--- src/rtl/txring_dma.sv ---
`timescale 1ns/1ps
module txring_dma #(
  parameter int AW = 20,
  parameter int CW = 12,
  parameter int IW = 3,
  parameter int RING_BASE = 'h100
) (
  input  logic          clk,
  input  logic          rst_n,
  input  logic          reg_wr,
  input  logic [1:0]    reg_addr,
  input  logic [7:0]    reg_wdata,
  output logic [AW-1:0] reg_rdata,
  output logic          irq,
  output logic          mem_req,
  output logic          mem_we,
  output logic [AW-1:0] mem_addr,
  output logic [15:0]   mem_wdata,
  input  logic          mem_ack,
  input  logic [15:0]   mem_rdata,
  output logic          tx_valid,
  input  logic          tx_ready,
  output logic [7:0]    tx_data,
  output logic          tx_first,
  output logic          tx_last
);
  typedef enum logic [2:0] {S_IDLE, S_W1, S_W0, S_W2, S_RD, S_TX, S_WB, S_ADV} st_t;

  st_t           st;
  logic [7:0]    ctrl;
  logic [2:0]    stat;
  logic [IW-1:0] idx;
  logic [AW-1:0] xaddr;
  logic [14:0]   w1;
  logic [CW-1:0] cnt;
  logic          tce, first_pend;
  logic [7:0]    txb;

  logic [2:0]    lg;
  logic [IW-1:0] mask;
  logic [AW-1:0] dbase;
  st_t           fin_st;

  assign lg     = (int'(ctrl[7:5]) > IW) ? 3'(IW) : ctrl[7:5];
  assign mask   = IW'((32'd1 << lg) - 32'd1);
  assign dbase  = AW'(RING_BASE) + AW'({idx, 3'b000});
  assign fin_st = ctrl[4] ? S_ADV : S_WB;

  wire wr_ctrl  = reg_wr && reg_addr == 2'd0;
  wire wr_stat  = reg_wr && reg_addr == 2'd1;
  wire wr_idx   = reg_wr && reg_addr == 2'd2;
  wire last_one = cnt == CW'(1);
  wire done_hs  = tx_valid && tx_ready && last_one;
  wire unav_hit = st == S_W1 && mem_ack && !mem_rdata[15];

  assign tx_valid  = st == S_TX;
  assign tx_data   = txb;
  assign tx_first  = tx_valid && first_pend;
  assign tx_last   = tx_valid && last_one && w1[8];
  assign irq       = |(stat & ctrl[3:1]);
  assign mem_req   = st inside {S_W1, S_W0, S_W2, S_RD, S_WB};
  assign mem_we    = st == S_WB;
  assign mem_wdata = {1'b0, w1};

  always_comb begin
    case (st)
      S_W0:       mem_addr = dbase;
      S_W1, S_WB: mem_addr = dbase + AW'(2);
      S_W2:       mem_addr = dbase + AW'(4);
      S_RD:       mem_addr = {xaddr[AW-1:1], 1'b0};
      default:    mem_addr = '0;
    endcase
  end

  always_comb begin
    case (reg_addr)
      2'd0:    reg_rdata = AW'(ctrl);
      2'd1:    reg_rdata = AW'(stat);
      2'd2:    reg_rdata = AW'(idx);
      default: reg_rdata = xaddr;
    endcase
  end

  always_ff @(posedge clk or negedge rst_n) begin
    if (!rst_n) begin
      st <= S_IDLE;
      ctrl <= '0;
      stat <= '0;
      idx <= '0;
      xaddr <= '0;
      w1 <= '0;
      cnt <= '0;
      tce <= 1'b0;
      first_pend <= 1'b0;
      txb <= '0;
    end else begin
      if (wr_ctrl) ctrl <= reg_wdata;
      if (unav_hit) ctrl[0] <= 1'b0;
      stat <= (stat & ~(wr_stat ? reg_wdata[2:0] : 3'b000))
            | {done_hs && tce, unav_hit, done_hs && w1[8]};
      if (st == S_ADV) idx <= (idx + IW'(1)) & mask;
      if (wr_idx) idx <= reg_wdata[IW-1:0] & mask;
      case (st)
        S_IDLE: if (ctrl[0]) st <= S_W1;
        S_W1: if (mem_ack) begin
          w1 <= mem_rdata[14:0];
          st <= mem_rdata[15] ? S_W0 : S_IDLE;
        end
        S_W0: if (mem_ack) begin
          xaddr <= AW'({w1[3:0], mem_rdata});
          st <= S_W2;
        end
        S_W2: if (mem_ack) begin
          cnt <= mem_rdata[CW-1:0];
          tce <= mem_rdata[15];
          first_pend <= w1[9];
          st <= (mem_rdata[CW-1:0] == '0) ? fin_st : S_RD;
        end
        S_RD: if (mem_ack) begin
          txb <= xaddr[0] ? mem_rdata[15:8] : mem_rdata[7:0];
          st <= S_TX;
        end
        S_TX: if (tx_ready) begin
          xaddr <= xaddr + AW'(1);
          cnt <= cnt - CW'(1);
          first_pend <= 1'b0;
          st <= last_one ? fin_st : S_RD;
        end
        S_WB: if (mem_ack) st <= S_ADV;
        default: st <= S_IDLE;
      endcase
    end
  end

  a_r5_tx_hold: assert property (@(posedge clk) disable iff (!rst_n)
    tx_valid && !tx_ready |=> tx_valid && $stable(tx_data) && $stable(tx_last));

  a_r2_req_hold: assert property (@(posedge clk) disable iff (!rst_n)
    mem_req && !mem_ack |=> mem_req && $stable(mem_addr) && $stable(mem_we));

  a_r2_unav_stops: assert property (@(posedge clk) disable iff (!rst_n)
    $rose(stat[1]) |-> !ctrl[0]);

  a_r7_eop_set: assert property (@(posedge clk) disable iff (!rst_n)
    tx_valid && tx_ready && tx_last |=> stat[0]);

  a_r4_zero_silent: assert property (@(posedge clk) disable iff (!rst_n)
    st == S_W2 && mem_ack && mem_rdata[CW-1:0] == '0 |=> !tx_valid);
endmodule

--- config.mk ---
export PLATFORM = sky130hd
export DESIGN_NAME = txring_dma
export DESIGN_NICKNAME = d
export VERILOG_FILES = /design/src/rtl/txring_dma.sv
export SDC_FILE = /design/constraint.sdc
export NUM_CORES = 1
export LEC_CHECK = 0
export CAP_MARGIN = 20
export CORE_ASPECT_RATIO = 1.5
export CORE_UTILIZATION = 55
export CTS_CLUSTER_SIZE = 12
export DETAILED_ROUTE_END_ITERATION = 7
export PLACE_DENSITY_LB_ADDON = 0.1
export SLEW_MARGIN = 20
export SYNTH_ARGS = -nofsm -noshare
export SYNTH_HDL_FRONTEND = slang
export SYNTH_SLANG_ARGS = --single-unit
--- constraint.sdc ---
create_clock -name clk -period 3.8 [get_ports clk]
set_clock_uncertainty 0.2 [all_clocks]
set_input_delay 0.76 -clock clk [delete_from_list [all_inputs] [get_ports clk]]
set_output_delay 0.76 -clock clk [all_outputs]
set_load 0.1 [all_outputs]
==> flow_summary.ini, run 1 <==
[sta]
fmax_mhz = 301
rsz0062_at_grt = no
hold_viol_final = 0
maxSlewHeadroom = 0.327
fin_crit_ns = 3.33
finalSetupViolCount = 0
finalCritPeriodShare = 0.875
tightest_slew_ns = 1.01
tns_ns = 0
slew_violations = 0

[setup_path]
start_kind = input port
cp.arrival_ns = 2.37
regToRegSetupSlack_ns = 1.34
reg2reg_from = st[0]$_DFFE_PN0P_
reg2reg_to = xaddr[17]$_DFFE_PN0P_
end_kind = primary output
cp_max_fo = 17
required_ns = 2.84
r2r_cells = 6
crit_type = input port to primary output

[floorplanning]
core_area_um2 = 7760
die-height_um = 112
die_area_um2 = 8510
rows = 39
floorplan.initialDensity = 0.577
die_w_um = 75.7
ios = 101

[global_routing]
grt.total_usage = 0.341
grt_first_pass_wirelength_um = 21700
grt_max_degree = 48
grt_pass1_vias = 4285
antenna_found_initial = 0
grt-ovfl-total = 0

[place]
port_buffers = 98
dp_hpwl_um = 9730
gp_congestion = 0.959
place_area_um2 = 5860

[synthesis]
synth_top_area_frac = 0.414
synthCells = 475
yosysSeqAreaShare = 0.414
avgSynthCellArea_um2 = 9.42
synth_top_cell_by_area = dfrtp_1
synth_edf_count = 0
yosysUniqueCellTypes = 62
yosys-top-cells-area = dfrtp_1 (41%), mux2_2 (5.8%), a21oi_1 (4.0%)
synth-warning-count = 0
netlist_area_um2 = 4480
synth_flop_cell = dfrtp_1
ys_async_sr_fraction = 1.00
ys_ff_latch = 74

[drt]
wirelength_um = 13700
via_count = 4382
drtIter0Drc = 626
drc = 0
detail_route.wl_per_cell_um = 20.5
vias_per_cell = 6.56
ant_nets = 0
drt-pass1-iter-count = 6

[clocking]
clk_latency_ns = 0.34
hold_buffers = 0
cts_max_level = 3
cts_tree = built
cts_buffers = 9
clkTransAtPathRegs_ns = 0.06
clock_path_buffers = 2
post-cts-setup-buffer-count = 0
cts-root-buf = clkbuf_16
post_cts_resized = 0
cts_sinks = 74

[cells_and_area]
finalInstanceArea_um2 = 6150
antenna_cells = 0
area_growth_pct = 37.4
num-nets-final = 597
drive_gt1_frac = 0.186

[hold_path]
min_path_type = input port to async pin

[run_status]
status = completed

[run]
maxCapViolCount = 0
## registers in the layout, indices dropped and copies added, names as in the netlist
name	count
cnt	12
ctrl	8
first_pend	1
idx	3
st	3
stat	3
tce	1
tx_data	8
w1	15
xaddr	20
## kinds of logic after synthesis
family,Yosys count,synth area share
compound gates,133,0.201
xor+xnor,1,0.00196
fa+ha+maj,5,0.0140
buf+inv,43,0.0417
flops,74,0.414
mux,38,0.0998
other cells,1,0.000838
simple gates,180,0.227
## cell usage after synthesis (3+ instances only)
library cell   n
o211ai_1       5
and3_1        20
a41oi_1        5
nor2_1        38
mux2i_1       12
a32o_1         3
nand4b_1       7
o22ai_1        3
a22oi_1        6
and4_1         6
inv_1          9
o21a_1         4
mux2_2        23
ha_1           5
nor4_1         8
a31oi_1        5
o21ai_0       24
clkbuf_1      17
and3b_1        4
nand2b_1       6
buf_2         14
a21oi_1       36
or3_1          3
a2bb2oi_1      4
nand3_1       16
nand4_1        4
nor3_1        10
nand2_1       24
or4_1          3
o22a_1        10
a22o_1         7
and2_1        20
mux4_2         3
dfrtp_1       74
## how the worst max path moves through the flow
stage	to	from	cells past startpoint	slack [ns]
2_1_floorplan	mem_addr[3]	st[2]$_DFFE_PN0P_	5	0.42
3_3_place_gp	reg_rdata[4]	reg_addr[0]	5	0.55
3_5_place_dp	reg_rdata[7]	reg_addr[0]	5	0.47
4_1_cts	reg_rdata[5]	reg_addr[0]	5	0.46
5_1_grt	reg_rdata[6]	reg_addr[0]	5	0.37
6_report	reg_rdata[5]	reg_addr[0]	5	0.47
## per-layer routing
layer	global-route usage	wire length, µm	vias up
met5	0	0	-
met2	0.573	7170	230
met3	0.0637	922	42
met4	0.175	541	0
li1	-	-	1971
met1	0.405	5040	2139
## stage by stage
stage	cells	worst slack (ns)	hold WS, ns	utilization
finish	668	0.473	0.282	0.793
global route	668	0.371	0.327	0.793
CTS	668	0.464	0.306	0.793
floorplan	476	0.424	0.264	-
global placement	652	0.549	0.281	0.755
detailed placement	652	0.471	0.296	0.755
## worst max-delay path, stage by stage
cell             delay (ns)
clkdlybuf4s50_1        0.68
buf_4                  0.27
and2_1                 0.24
a22o_1                 0.23
buf_12                 0.19
## cell type report
| class | count | area, µm² |
|---|---|---|
| multi-input combinational | 359 | 2440 |
| sequential | 74 | 1850 |
| fill | 492 | 1610 |
| timing repair buffer | 108 | 1400 |
| clock buffer | 9 | 225 |
| tap | 102 | 128 |
| clock inverter | 7 | 70.1 |
| inverter | 9 | 33.8 |
## placed cells by master (no fill, tap or decap), types with 3 or more instances in the layout
| cell | instances |
|---|---|
| o21ai_1 | 6 |
| ha_1 | 5 |
| a32o_1 | 3 |
| o22ai_1 | 3 |
| and2_1 | 20 |
| a22o_1 | 7 |
| and3_1 | 20 |
| mux2_2 | 23 |
| clkinv_2 | 3 |
| dfrtp_1 | 74 |
| mux4_2 | 3 |
| nand3_1 | 16 |
| or4_1 | 3 |
| nor4_1 | 8 |
| and4_1 | 6 |
| o21a_1 | 4 |
| a2bb2oi_1 | 4 |
| nand2b_1 | 6 |
| clkbuf_16 | 9 |
| nor2_1 | 38 |
| nand4b_1 | 7 |
| buf_12 | 37 |
| nand2_1 | 24 |
| o22a_1 | 10 |
| mux2i_1 | 12 |
| a31oi_1 | 5 |
| nor3_1 | 10 |
| inv_1 | 9 |
| o211ai_1 | 5 |
| and3b_1 | 4 |
| a41oi_1 | 5 |
| or3_1 | 3 |
| nand4_1 | 4 |
| a22oi_1 | 6 |
| a21oi_1 | 36 |
| o21ai_0 | 18 |
| clkdlybuf4s50_1 | 52 |
| buf_4 | 18 |
Power of run 1 is left out: the tool's default activity adds up to more than one toggle a clock period on the data nets, which glitch-free logic cannot reach.
==> run 2: changes to the inputs <==
--- a/config.mk
+++ b/config.mk
@@ -5,7 +5,6 @@
 export SDC_FILE = /design/constraint.sdc
 export NUM_CORES = 1
 export LEC_CHECK = 0
-export CAP_MARGIN = 20
 export CORE_ASPECT_RATIO = 1.5
 export CORE_UTILIZATION = 55
 export CTS_CLUSTER_SIZE = 12
==> results of run 2 <==
Final layout, timing and power as in run 1 (identical DEF).
Power of run 2 is left out for the same reason.
==> run 3: changes to the inputs <==
--- a/config.mk
+++ b/config.mk
@@ -10,6 +10,7 @@
 export CTS_CLUSTER_SIZE = 12
 export DETAILED_ROUTE_END_ITERATION = 7
 export PLACE_DENSITY_LB_ADDON = 0.1
+export SETUP_SLACK_MARGIN = 0.5
 export SLEW_MARGIN = 20
 export SYNTH_ARGS = -nofsm -noshare
 export SYNTH_HDL_FRONTEND = slang
==> run 3 against run 2 <==
  * First-iteration DRC count down 12%
  * Via count up 2.8%
  * Critical path depth down 1
  * Clock-buffer cell count up 3
  * Global-route usage about the same
  * Cell area up 0.35%
  * Sequential share of layout area down 0.10 points
  * Maximum frequency up 5.8%
  * Routed wire length up 0.20%
  * Utilization up 0.27 points
  * Cell count up 0.15%
  * Register-to-register slack worse by 0.10 ns
  * Critical path type unchanged
  * Largest cell class unchanged
==> flow_summary.ini, run 3 (same netlist as run 1, synthesis figures left out) <==
[sta]
hold_viol_final = 0
tightest_slew_ns = 1.01
maxSlewHeadroom = 0.327
finalCritPeriodShare = 0.827
slew_violations = 0
finalSetupViolCount = 0
rsz0062_at_grt = no
tns_ns = 0
fin_crit_ns = 3.14
fmax_mhz = 318

[setup_path]
regToRegSetupSlack_ns = 1.24
crit_type = input port to primary output
path_buf_inv = 2
required_ns = 2.84
path_delay_family = buffers and inverters
cp_max_fo = 23
crit_chain = dlygate4sd2_1, and2_1, a22o_1, buf_12
startpoint = reg_addr[1]
worst_path_max_delay_cell = dlygate4sd2_1
start_kind = input port
reg2reg_from = st[1]$_DFFE_PN0P_
reg2reg_to = xaddr[17]$_DFFE_PN0P_
cp.arrival_ns = 2.18
max_stage_delay_ns = 0.69
r2r_cells = 7
end_kind = primary output

[cells_and_area]
seq_area_um2 = 1850
drive_gt1_frac = 0.190
top_register = xaddr
antenna_cells = 0
top_regs = xaddr: 20 flops, w1: 15 flops, cnt: 12 flops
final_cell_mix = dfrtp_1 (74), clkdlybuf4s50_1 (49), nor2_1 (38)
area_growth_pct = 37.9
n_fill_cell = 471
largest_register_ffs = 20
num-nets-final = 598
final_common_cell = dfrtp_1
multi_input_area_um2 = 2450

[floorplanning]
die_area_um2 = 8510
die_w_um = 75.7
floorplan.initialDensity = 0.577
ios = 101
die-height_um = 112
core_area_um2 = 7760
rows = 39

[place]
port_buffers = 98
dp_hpwl_um = 9850
gp_congestion = 0.948

[global_routing]
grt_first_pass_wirelength_um = 21600
grt-ovfl-total = 0
grt_pass1_vias = 4245
grt.total_usage = 0.342
grt_max_degree = 40
antenna_found_initial = 0

[hold_path]
min_path_type = input port to async pin

[clocking]
hold_buffers = 0
clk_latency_ns = 0.33
cts_tree = built
cts_max_level = 3
cts_buffers = 9
cts_sinks = 74
clkTransAtPathRegs_ns = 0.06
cts-root-buf = clkbuf_16
clock_path_buffers = 2

[drt]
drc = 0
via_count = 4503
detail_route.wl_per_cell_um = 20.5
drt-pass1-iter-count = 5
vias_per_cell = 6.73
drtIter0Drc = 549
ant_nets = 0
wirelength_um = 13700

[run_status]
status = completed

[run]
maxCapViolCount = 0
## run 3: changes by cell type in the layout (fill, tap and decap cells not counted), moves of 2 or more
cell             delta
clkdlybuf4s50_1     -3
buf_4               +2
o21ai_2             +2
clkinv_2            -2
dlygate4sd2_1       +2
o21ai_1             -2
clkbuf_8            +2
clkinv_4            -2
## run 3: how the worst max path moves through the flow
stage,depth (start not counted),to,slack [ns]
floorplan,5,mem_addr[3],0.42
global placement,4,reg_rdata[4],0.51
detailed placement,4,reg_rdata[4],0.42
CTS,4,reg_rdata[4],0.68
global route,4,reg_rdata[3],0.59
finish,4,reg_rdata[3],0.66
## run 3: final cells by class
| class | instances | share of cell area |
|---|---|---|
| clock buffer | 12 | 0.0416 |
| timing repair buffer | 109 | 0.227 |
| sequential | 74 | 0.300 |
| inverter | 9 | 0.00547 |
| clock inverter | 4 | 0.00811 |
| multi-input combinational | 359 | 0.397 |
| tap | 102 | 0.0207 |
## run 3: layer usage
layer	up-vias	GRT usage	wire, µm	share of wire
met2	291	0.564	7120	0.52
li1	1977	-	-	-
met3	43	0.0673	1020	0.074
met4	0	0.163	510	0.037
met1	2192	0.419	5050	0.37
met5	-	0	0	0
## run 3: what timing repair did
item,in CTS,in global routing
gates resized for setup,2,0
hold endpoints to repair,0,0
setup endpoints to repair,8,0
buffers inserted,0,0
## run 3: stage by stage
| stage | area (µm²) | instances | worst slack [ns] | utilization | hold slack (ns) |
|---|---|---|---|---|---|
| finish | 6170 | 669 | 0.656 | 0.796 | 0.289 |
| global route | 6170 | 669 | 0.588 | 0.796 | 0.335 |
| CTS | 6170 | 669 | 0.675 | 0.796 | 0.313 |
| detailed placement | 5870 | 653 | 0.423 | 0.756 | 0.286 |
| global placement | 5870 | 653 | 0.511 | 0.756 | 0.279 |
| floorplan | 4490 | 476 | 0.424 | - | 0.264 |
Power of run 3 is left out for the same reason.
